**config.mk**
```make
export PLATFORM = sky130hd
export DESIGN_NAME = smm_prot_decode
export DESIGN_NICKNAME = d
export VERILOG_FILES = /design/src/rtl/smm_pkg.sv /design/src/rtl/smm_ctl_reg.sv /design/src/rtl/smm_win_dec.sv /design/src/rtl/smm_prot_decode.sv
export SDC_FILE = /design/constraint.sdc
export NUM_CORES = 1
export LEC_CHECK = 0
export CAP_MARGIN = 10
export CORE_MARGIN = 2
export CORE_UTILIZATION = 46
export DETAILED_ROUTE_END_ITERATION = 6
export GPL_TIMING_DRIVEN = 0
export PLACE_DENSITY_LB_ADDON = 0.2
export SETUP_SLACK_MARGIN = 0.1
export SLEW_MARGIN = 10
export SYNTH_ARGS = -nofsm -noshare
export SYNTH_HDL_FRONTEND = slang
export SYNTH_SLANG_ARGS = --single-unit
```
**constraint.sdc**
```tcl
create_clock -name clk -period 8.4 [get_ports clk]
set_input_delay 1.26 -clock clk [delete_from_list [all_inputs] [get_ports clk]]
set_output_delay 1.26 -clock clk [all_outputs]
set_load 0.1 [all_outputs]
```
**src/rtl/smm_pkg.sv**
```systemverilog
package smm_pkg;

   typedef enum logic [1:0] {
      ROUTE_NONE = 2'd0,
      ROUTE_DRAM = 2'd1,
      ROUTE_SINK = 2'd2
   } route_e;

   // control register bit positions
   localparam int CTL_W        = 6;
   localparam int CTL_SEG_EN   = 0;
   localparam int CTL_SZ_LO    = 1;
   localparam int CTL_HIGH_EN  = 3;
   localparam int CTL_LEG_EN   = 4;
   localparam int CTL_LOCK     = 5;

   // segment size in bytes; zero means no segment
   function automatic logic [31:0] seg_bytes(input logic en, input logic [1:0] code);
      logic [31:0] sz;
      unique case (code)
         2'b00:   sz = 32'h0010_0000;
         2'b01:   sz = 32'h0020_0000;
         2'b10:   sz = 32'h0080_0000;
         default: sz = 32'h0000_0000;
      endcase
      return en ? sz : 32'h0;
   endfunction

endpackage

```
**src/rtl/smm_ctl_reg.sv**
```systemverilog
module smm_ctl_reg
   import smm_pkg::*;
(
   input  logic             clk,
   input  logic             rst_n,
   input  logic             ctl_wr,
   input  logic [CTL_W-1:0] ctl_wdata,
   output logic             seg_en,
   output logic [1:0]       seg_code,
   output logic             high_en,
   output logic             leg_en
);

   logic [CTL_W-1:0] ctl_q;
   logic             locked;

   assign locked = ctl_q[CTL_LOCK];

   always_ff @(posedge clk or negedge rst_n) begin
      if (!rst_n)
         ctl_q <= '0;
      else if (ctl_wr && !locked)
         ctl_q <= ctl_wdata;
   end

   assign seg_en   = ctl_q[CTL_SEG_EN];
   assign seg_code = ctl_q[CTL_SZ_LO +: 2];
   assign high_en  = ctl_q[CTL_HIGH_EN];
   assign leg_en   = ctl_q[CTL_LEG_EN];


   lock_hold_chk: assert property (@(posedge clk) disable iff (!rst_n)
      locked |=> $stable(ctl_q));

endmodule

```
**src/rtl/smm_win_dec.sv**
```systemverilog
module smm_win_dec #(
   parameter int          ADDR_W    = 32,
   parameter logic [31:0] LEG_BASE  = 32'h000A_0000,
   parameter logic [31:0] HIGH_BASE = 32'hFEDA_0000,
   parameter logic [31:0] WIN_BYTES = 32'h0002_0000
) (
   input  logic [ADDR_W-1:0] addr,
   input  logic [ADDR_W-1:0] tolm,
   input  logic              seg_en,
   input  logic [1:0]        seg_code,
   input  logic              leg_en,
   input  logic              high_en,
   output logic              seg_hit,
   output logic              leg_hit,
   output logic              high_hit,
   output logic [ADDR_W-1:0] alias_addr
);
   import smm_pkg::*;

   localparam logic [ADDR_W-1:0] LEG_LO  = ADDR_W'(LEG_BASE);
   localparam logic [ADDR_W-1:0] LEG_HI  = ADDR_W'(LEG_BASE) + ADDR_W'(WIN_BYTES);
   localparam logic [ADDR_W-1:0] HIGH_LO = ADDR_W'(HIGH_BASE);
   localparam logic [ADDR_W-1:0] HIGH_HI = ADDR_W'(HIGH_BASE) + ADDR_W'(WIN_BYTES);

   logic [ADDR_W-1:0] seg_sz;
   logic [ADDR_W-1:0] seg_base;

   assign seg_sz   = ADDR_W'(seg_bytes(seg_en, seg_code));
   assign seg_base = tolm - seg_sz;

   assign seg_hit  = (seg_sz != '0) && (addr >= seg_base) && (addr < tolm);
   assign leg_hit  = leg_en  && (addr >= LEG_LO)  && (addr < LEG_HI);
   assign high_hit = high_en && (addr >= HIGH_LO) && (addr < HIGH_HI);

   assign alias_addr = LEG_LO + (addr - HIGH_LO);

endmodule

```
**src/rtl/smm_prot_decode.sv**
```systemverilog
module smm_prot_decode #(
   parameter int          ADDR_W    = 32,
   parameter int          DATA_W    = 32,
   parameter logic [31:0] LEG_BASE  = 32'h000A_0000,
   parameter logic [31:0] HIGH_BASE = 32'hFEDA_0000,
   parameter logic [31:0] WIN_BYTES = 32'h0002_0000,
   localparam int         BE_W      = DATA_W / 8
) (
   input  logic                      clk,
   input  logic                      rst_n,
   input  logic                      ctl_wr,
   input  logic [smm_pkg::CTL_W-1:0] ctl_wdata,
   input  logic [ADDR_W-1:0]         tolm,
   input  logic                      req_valid,
   input  logic [ADDR_W-1:0]         req_addr,
   input  logic                      req_write,
   input  logic                      req_smm,
   input  logic                      req_dma,
   input  logic [DATA_W-1:0]         req_wdata,
   input  logic [BE_W-1:0]           req_be,
   output logic                      dram_req,
   output logic [ADDR_W-1:0]         dram_addr,
   output logic                      dram_write,
   output logic [DATA_W-1:0]         dram_wdata,
   output logic [BE_W-1:0]           dram_be,
   output logic                      sink_ack,
   output logic [DATA_W-1:0]         sink_rdata
);
   import smm_pkg::*;

   // elaboration-time parameter checks
   generate
      if (ADDR_W < 32) begin : g_bad_addr
         $error("ADDR_W must reach the high alias window");
      end
      if (DATA_W != 32) begin : g_bad_data
         $error("sink works on 4-byte units, DATA_W must be 32");
      end
      if ((WIN_BYTES & (WIN_BYTES - 32'd1)) != 32'd0) begin : g_bad_win
         $error("WIN_BYTES must be a power of two");
      end
   endgenerate

   logic              seg_en, high_en, leg_en;
   logic [1:0]        seg_code;
   logic              seg_hit, leg_hit, high_hit;
   logic [ADDR_W-1:0] alias_addr;
   logic              prot_hit;
   logic              trusted;
   route_e            route_n;

   smm_ctl_reg u_ctl (
      .clk       (clk),
      .rst_n     (rst_n),
      .ctl_wr    (ctl_wr),
      .ctl_wdata (ctl_wdata),
      .seg_en    (seg_en),
      .seg_code  (seg_code),
      .high_en   (high_en),
      .leg_en    (leg_en)
   );

   smm_win_dec #(
      .ADDR_W    (ADDR_W),
      .LEG_BASE  (LEG_BASE),
      .HIGH_BASE (HIGH_BASE),
      .WIN_BYTES (WIN_BYTES)
   ) u_dec (
      .addr       (req_addr),
      .tolm       (tolm),
      .seg_en     (seg_en),
      .seg_code   (seg_code),
      .leg_en     (leg_en),
      .high_en    (high_en),
      .seg_hit    (seg_hit),
      .leg_hit    (leg_hit),
      .high_hit   (high_hit),
      .alias_addr (alias_addr)
   );

   assign prot_hit = seg_hit | leg_hit | high_hit;
   // DMA never counts as SMM
   assign trusted  = req_smm & ~req_dma;

   always_comb begin
      if (!req_valid)
         route_n = ROUTE_NONE;
      else if (prot_hit && !trusted)
         route_n = ROUTE_SINK;
      else
         route_n = ROUTE_DRAM;
   end

   always_ff @(posedge clk or negedge rst_n) begin
      if (!rst_n) begin
         dram_req   <= 1'b0;
         dram_addr  <= '0;
         dram_write <= 1'b0;
         dram_wdata <= '0;
         dram_be    <= '0;
         sink_ack   <= 1'b0;
         sink_rdata <= '0;
      end else begin
         dram_req   <= (route_n == ROUTE_DRAM);
         sink_ack   <= (route_n == ROUTE_SINK);
         sink_rdata <= (route_n == ROUTE_SINK && !req_write) ? '1 : '0;
         if (route_n == ROUTE_DRAM) begin
            dram_addr  <= high_hit ? alias_addr : req_addr;
            dram_write <= req_write;
            dram_wdata <= req_wdata;
            dram_be    <= req_be;
         end
      end
   end


   strobe_mutex_chk: assert property (@(posedge clk) disable iff (!rst_n)
      !(dram_req && sink_ack));


   idle_quiet_chk: assert property (@(posedge clk) disable iff (!rst_n)
      !req_valid |=> (!dram_req && !sink_ack));


   sink_ones_chk: assert property (@(posedge clk) disable iff (!rst_n)
      (req_valid && !req_write && !req_smm && seg_hit) |=> (sink_ack && sink_rdata == '1));


   drop_write_chk: assert property (@(posedge clk) disable iff (!rst_n)
      (req_valid && req_write && req_dma && prot_hit) |=> (sink_ack && sink_rdata == '0));


   dma_block_chk: assert property (@(posedge clk) disable iff (!rst_n)
      (req_valid && req_dma && prot_hit) |=> !dram_req);


   high_remap_chk: assert property (@(posedge clk) disable iff (!rst_n)
      (req_valid && high_hit && req_smm && !req_dma) |=>
         (dram_req && dram_addr >= ADDR_W'(LEG_BASE)
                   && dram_addr <  ADDR_W'(LEG_BASE) + ADDR_W'(WIN_BYTES)));

endmodule

```
==> run_results.csv <==
group,metric,value,unit
drt,drt-wirelength-per-cell,16.04,um
global_routing,grt_pass1_vias,4191,
yosys,synthesis.area_per_instance,11.19,sq um
timing,final_setup_skew,0.01418,ns
yosys,synth_cell_types,50,
finish,fin_area,7458,sq um
placement,gp_congestion,0.8749,
cts,cts_inserted_buffers,9,
yosys,syn-num-nets,603,
timing,finalSetupTns,0,ns
setup_path,worst-endpoint-arrival,5.58,ns
timing,grt_setup_unrepaired,"false",
floorplan,die-width,107.4,um
cts,clk_pin_slew,0.08,ns
outcome,outcome,"complete, no violations",
timing,finalSetupViolations,0,
yosys,count_of_flip_flops_with_a_built_in_enable_after_synthesis,0,
drt,drt-pass1-iter-count,4,
finish,areaGrowthSynthToFinish,51.80,%
flow_run,cap_violations,0,
finish,fillers,776,
setup_path,timing.critical_path.required,8.62,ns
yosys,postSynth.asyncResetShare,100.0,%
placement,post-place-cells,791,
timing,worst_slew_pin_tran,1.032,ns
pwr,combinationalPowerShare,50.3,%
drt,avgViaCountPerCell,5.104,
floorplan,placeableCoreArea,10370,sq um
drt,num_vias,4114,
finish,final_net_count,830,
global_routing,initial_antenna_violation_count,0,
pwr,power.clock.fraction,19.2,%
setup_path,worst-path-max-fanout,10,
cts,worstSkewPairLatency,0.34,ns
cts,cts-htree-levels,3,
cts,root_buffer,"sky130_fd_sc_hd__clkbuf_8",
floorplan,start_util,47.38,%
yosys,ys.flop_type,"sky130_fd_sc_hd__dfrtp_1",
pwr,seqPwrFrac,30.5,%
drt,antenna_left,0,
drt,drc_errors,0,
placement,dpl-instance-area,7253,sq um
yosys,synth.top_cell.area_share,39.72,%
finish,fin_cells,806,
yosys,syn-instance-count,439,
drt,drt-total-wl,12930,um
floorplan,ios,216,
setup_path,path_class,"input pin to flip-flop",
finish,post_route_cells_drive_above_1_share,18.66,%
placement,port_buf_inserts,215,
yosys,yosys_register_bits,78,
cts,cts.hold.buffers_added,0,
timing,timing.final.max_slew_violations,0,
placement,dp.final_hpwl,10460,um
cts,post_cts.resized_instances,0,
timing,part_of_the_cycle_the_worst_path_needs,63.82,%
timing,timing.final.hold_violations,0,
min_path,timing.hold.worst.class,"flip-flop to flip-flop",
cts,clock_tree_from_tritoncts,"done",
pwr,worst_ir_drop_vdd,0.1420,mV
global_routing,global_route_wire_length_before_repair,20180,um
pwr,power.internal,817.6,uW
global_routing,grt_start_max_net_pins,44,
finish,num_antenna_cells,0,
yosys,synth_top_area_cell,"sky130_fd_sc_hd__dfrtp_1",
floorplan,dieArea,11520,sq um
pwr,netSwitchingFraction,45.97,%
cts,tritoncts_num_sinks,78,
cts,clock_path_buffers,2,
pwr,leakage,0.003334,uW
floorplan,std_cell_rows,37,
cts,post_cts.repair.setup_buffers,0,
pwr,powerDensity,202.9,nW/um^2
timing,period_needed,5.361,ns
setup_path,critPathCaptureType,"flip-flop",
timing,slew_headroom,30.96,%
setup_path,critical_path.startpoint_type,"input pin",
yosys,synth_area_leaders,"sky130_fd_sc_hd__dfrtp_1 40%, sky130_fd_sc_hd__ha_1 13%, sky130_fd_sc_hd__mux2_2 9.9%",
floorplan,dieHeight,107.4,um
pwr,p_sw,695.7,uW
timing,max_clock_freq,186.5,MHz
global_routing,leftover_overflow_at_the_end_of_global_routing,0,
yosys,synth-seq-area-share,39.72,%
global_routing,globalRouteTotalUtil,22.23,%
yosys,synth_warnings,0,
drt,detailedRoute.firstIterationViolations,94,
yosys,synth_area,4913,sq um
[worst max-delay path, stage by stage]
cell and delay (ns):
sky130_fd_sc_hd__clkdlybuf4s50_1 0.40, sky130_fd_sc_hd__inv_1 0.09, sky130_fd_sc_hd__ha_1 0.15, sky130_fd_sc_hd__inv_1 0.06
sky130_fd_sc_hd__fa_1 0.40, sky130_fd_sc_hd__o21ai_0 0.39, sky130_fd_sc_hd__nand2_1 0.15, sky130_fd_sc_hd__nor4_1 0.26
sky130_fd_sc_hd__xnor2_1 0.11, sky130_fd_sc_hd__ha_1 0.31, sky130_fd_sc_hd__nand4_1 0.14, sky130_fd_sc_hd__or3_1 0.46
sky130_fd_sc_hd__nor3b_1 0.21, sky130_fd_sc_hd__o31a_1 0.21, sky130_fd_sc_hd__o211ai_4 0.15, sky130_fd_sc_hd__nand3_4 0.16
sky130_fd_sc_hd__buf_8 0.16, sky130_fd_sc_hd__buf_8 0.17, sky130_fd_sc_hd__mux2_4 0.32
[cells by family after synthesis]
family | share of synthesized area (%)
compound gates | 7.920
buf+inv | 9.982
xor+xnor | 1.604
fa+ha+maj | 13.14
flops | 39.72
simple gates | 10.19
mux | 17.44
[per-stage QoR]
step	hold WS, ns	util, %	total power [uW]	setup WS [ns]
global route	0.5142	71.92	1578	2.795
CTS	0.4658	71.92	1525	3.092
finish	0.4629	71.92	1513	3.039
detailed placement	0.4464	69.94	1230	2.746
global placement	0.4396	69.78	1215	2.856
floorplan	0.4284	-	1006	3.687
[flip-flops by register name (all words and copies together), names as in the netlist]
register     count
dram_be          4
dram_req         1
dram_write       1
dram_wdata      32
sink_rdata       1
sink_ack         1
u_ctl.ctl_q      6
dram_addr       32
[synthesized netlist by cell type, types with 2 or more instances]
master                     instances
sky130_fd_sc_hd__a21o_1            3
sky130_fd_sc_hd__a21oi_1          21
sky130_fd_sc_hd__a221oi_1          3
sky130_fd_sc_hd__a31oi_1           2
sky130_fd_sc_hd__buf_4            34
sky130_fd_sc_hd__buf_8             3
sky130_fd_sc_hd__dfrtp_1          78
sky130_fd_sc_hd__ha_1             50
sky130_fd_sc_hd__inv_1            46
sky130_fd_sc_hd__mux2_1            2
sky130_fd_sc_hd__mux2_2           43
sky130_fd_sc_hd__mux2_4           20
sky130_fd_sc_hd__mux2i_1           5
sky130_fd_sc_hd__nand2_1          19
sky130_fd_sc_hd__nand2b_1          2
sky130_fd_sc_hd__nand3_1           4
sky130_fd_sc_hd__nand3b_1          2
sky130_fd_sc_hd__nand4_1          16
sky130_fd_sc_hd__nand4b_1          2
sky130_fd_sc_hd__nor2_1           13
sky130_fd_sc_hd__nor2b_1           4
sky130_fd_sc_hd__nor3_1            4
sky130_fd_sc_hd__nor3b_1           2
sky130_fd_sc_hd__nor4_1            9
sky130_fd_sc_hd__o21a_1            3
sky130_fd_sc_hd__o21ai_0          15
sky130_fd_sc_hd__o21ai_1           4
sky130_fd_sc_hd__xnor2_1           7
sky130_fd_sc_hd__xor2_1            2
[layout make-up]
type	instances	area, sq um	area share (%)
clock inverter	4	53.80	0.7214
tap	136	170.2	2.281
sequential	78	1952	26.17
timing repair buffer	216	2170	29.09
buffer	38	311.5	4.177
clock buffer	11	151.4	2.030
inverter	47	178.9	2.399
multi-input combinational	276	2471	33.13
[power by group through the flow]
stage	Clock, uW	Combinational (uW)	Sequential, uW
global route	316	793	469
floorplan	0	188	818
global placement	0	750	465
CTS	298	765	462
detailed placement	0	762	468
finish	290	761	462
[worst paths after layout]
kind                                       end  slack (ns)           start  depth (start not counted)
min in group asynchronous         dram_addr[6]        0.87           rst_n                          1
worst min register to register  u_ctl.ctl_q[5]        0.46  u_ctl.ctl_q[5]                          1
worst min-delay path            u_ctl.ctl_q[5]        0.46  u_ctl.ctl_q[5]                          1
worst max-delay path             dram_addr[15]        3.04        tolm[20]                         19
max in group asynchronous        dram_addr[21]        6.93           rst_n                          2
worst max register to register   dram_addr[15]        3.73  u_ctl.ctl_q[0]                         18
[placed cells by master (no fill, tap or decap), types with 3 or more instances in the layout]
cell                              count
sky130_fd_sc_hd__a21o_1               3
sky130_fd_sc_hd__a21oi_1             21
sky130_fd_sc_hd__a221oi_1             3
sky130_fd_sc_hd__buf_4               35
sky130_fd_sc_hd__buf_8                3
sky130_fd_sc_hd__clkbuf_8            11
sky130_fd_sc_hd__clkdlybuf4s50_1    214
sky130_fd_sc_hd__dfrtp_1             78
sky130_fd_sc_hd__ha_1                50
sky130_fd_sc_hd__inv_1               46
sky130_fd_sc_hd__mux2_2              43
sky130_fd_sc_hd__mux2_4              20
sky130_fd_sc_hd__mux2i_1              5
sky130_fd_sc_hd__nand2_1             19
sky130_fd_sc_hd__nand3_1              4
sky130_fd_sc_hd__nand4_1             16
sky130_fd_sc_hd__nor2_1              13
sky130_fd_sc_hd__nor2b_1              4
sky130_fd_sc_hd__nor3_1               4
sky130_fd_sc_hd__nor4_1               9
sky130_fd_sc_hd__o21a_1               3
sky130_fd_sc_hd__o21ai_0             15
sky130_fd_sc_hd__o21ai_1              4
sky130_fd_sc_hd__xnor2_1              7
[metal layers]
layer | wire length (um) | global-route usage, % | up-vias
met5 | 0 | 0 | -
met4 | 227 | 6.868 | 0
met3 | 994 | 5.690 | 18
li1 | - | - | 1979
met1 | 5224 | 26.53 | 1956
met2 | 6486 | 39.24 | 161
Power figures use the tool's default switching activity.
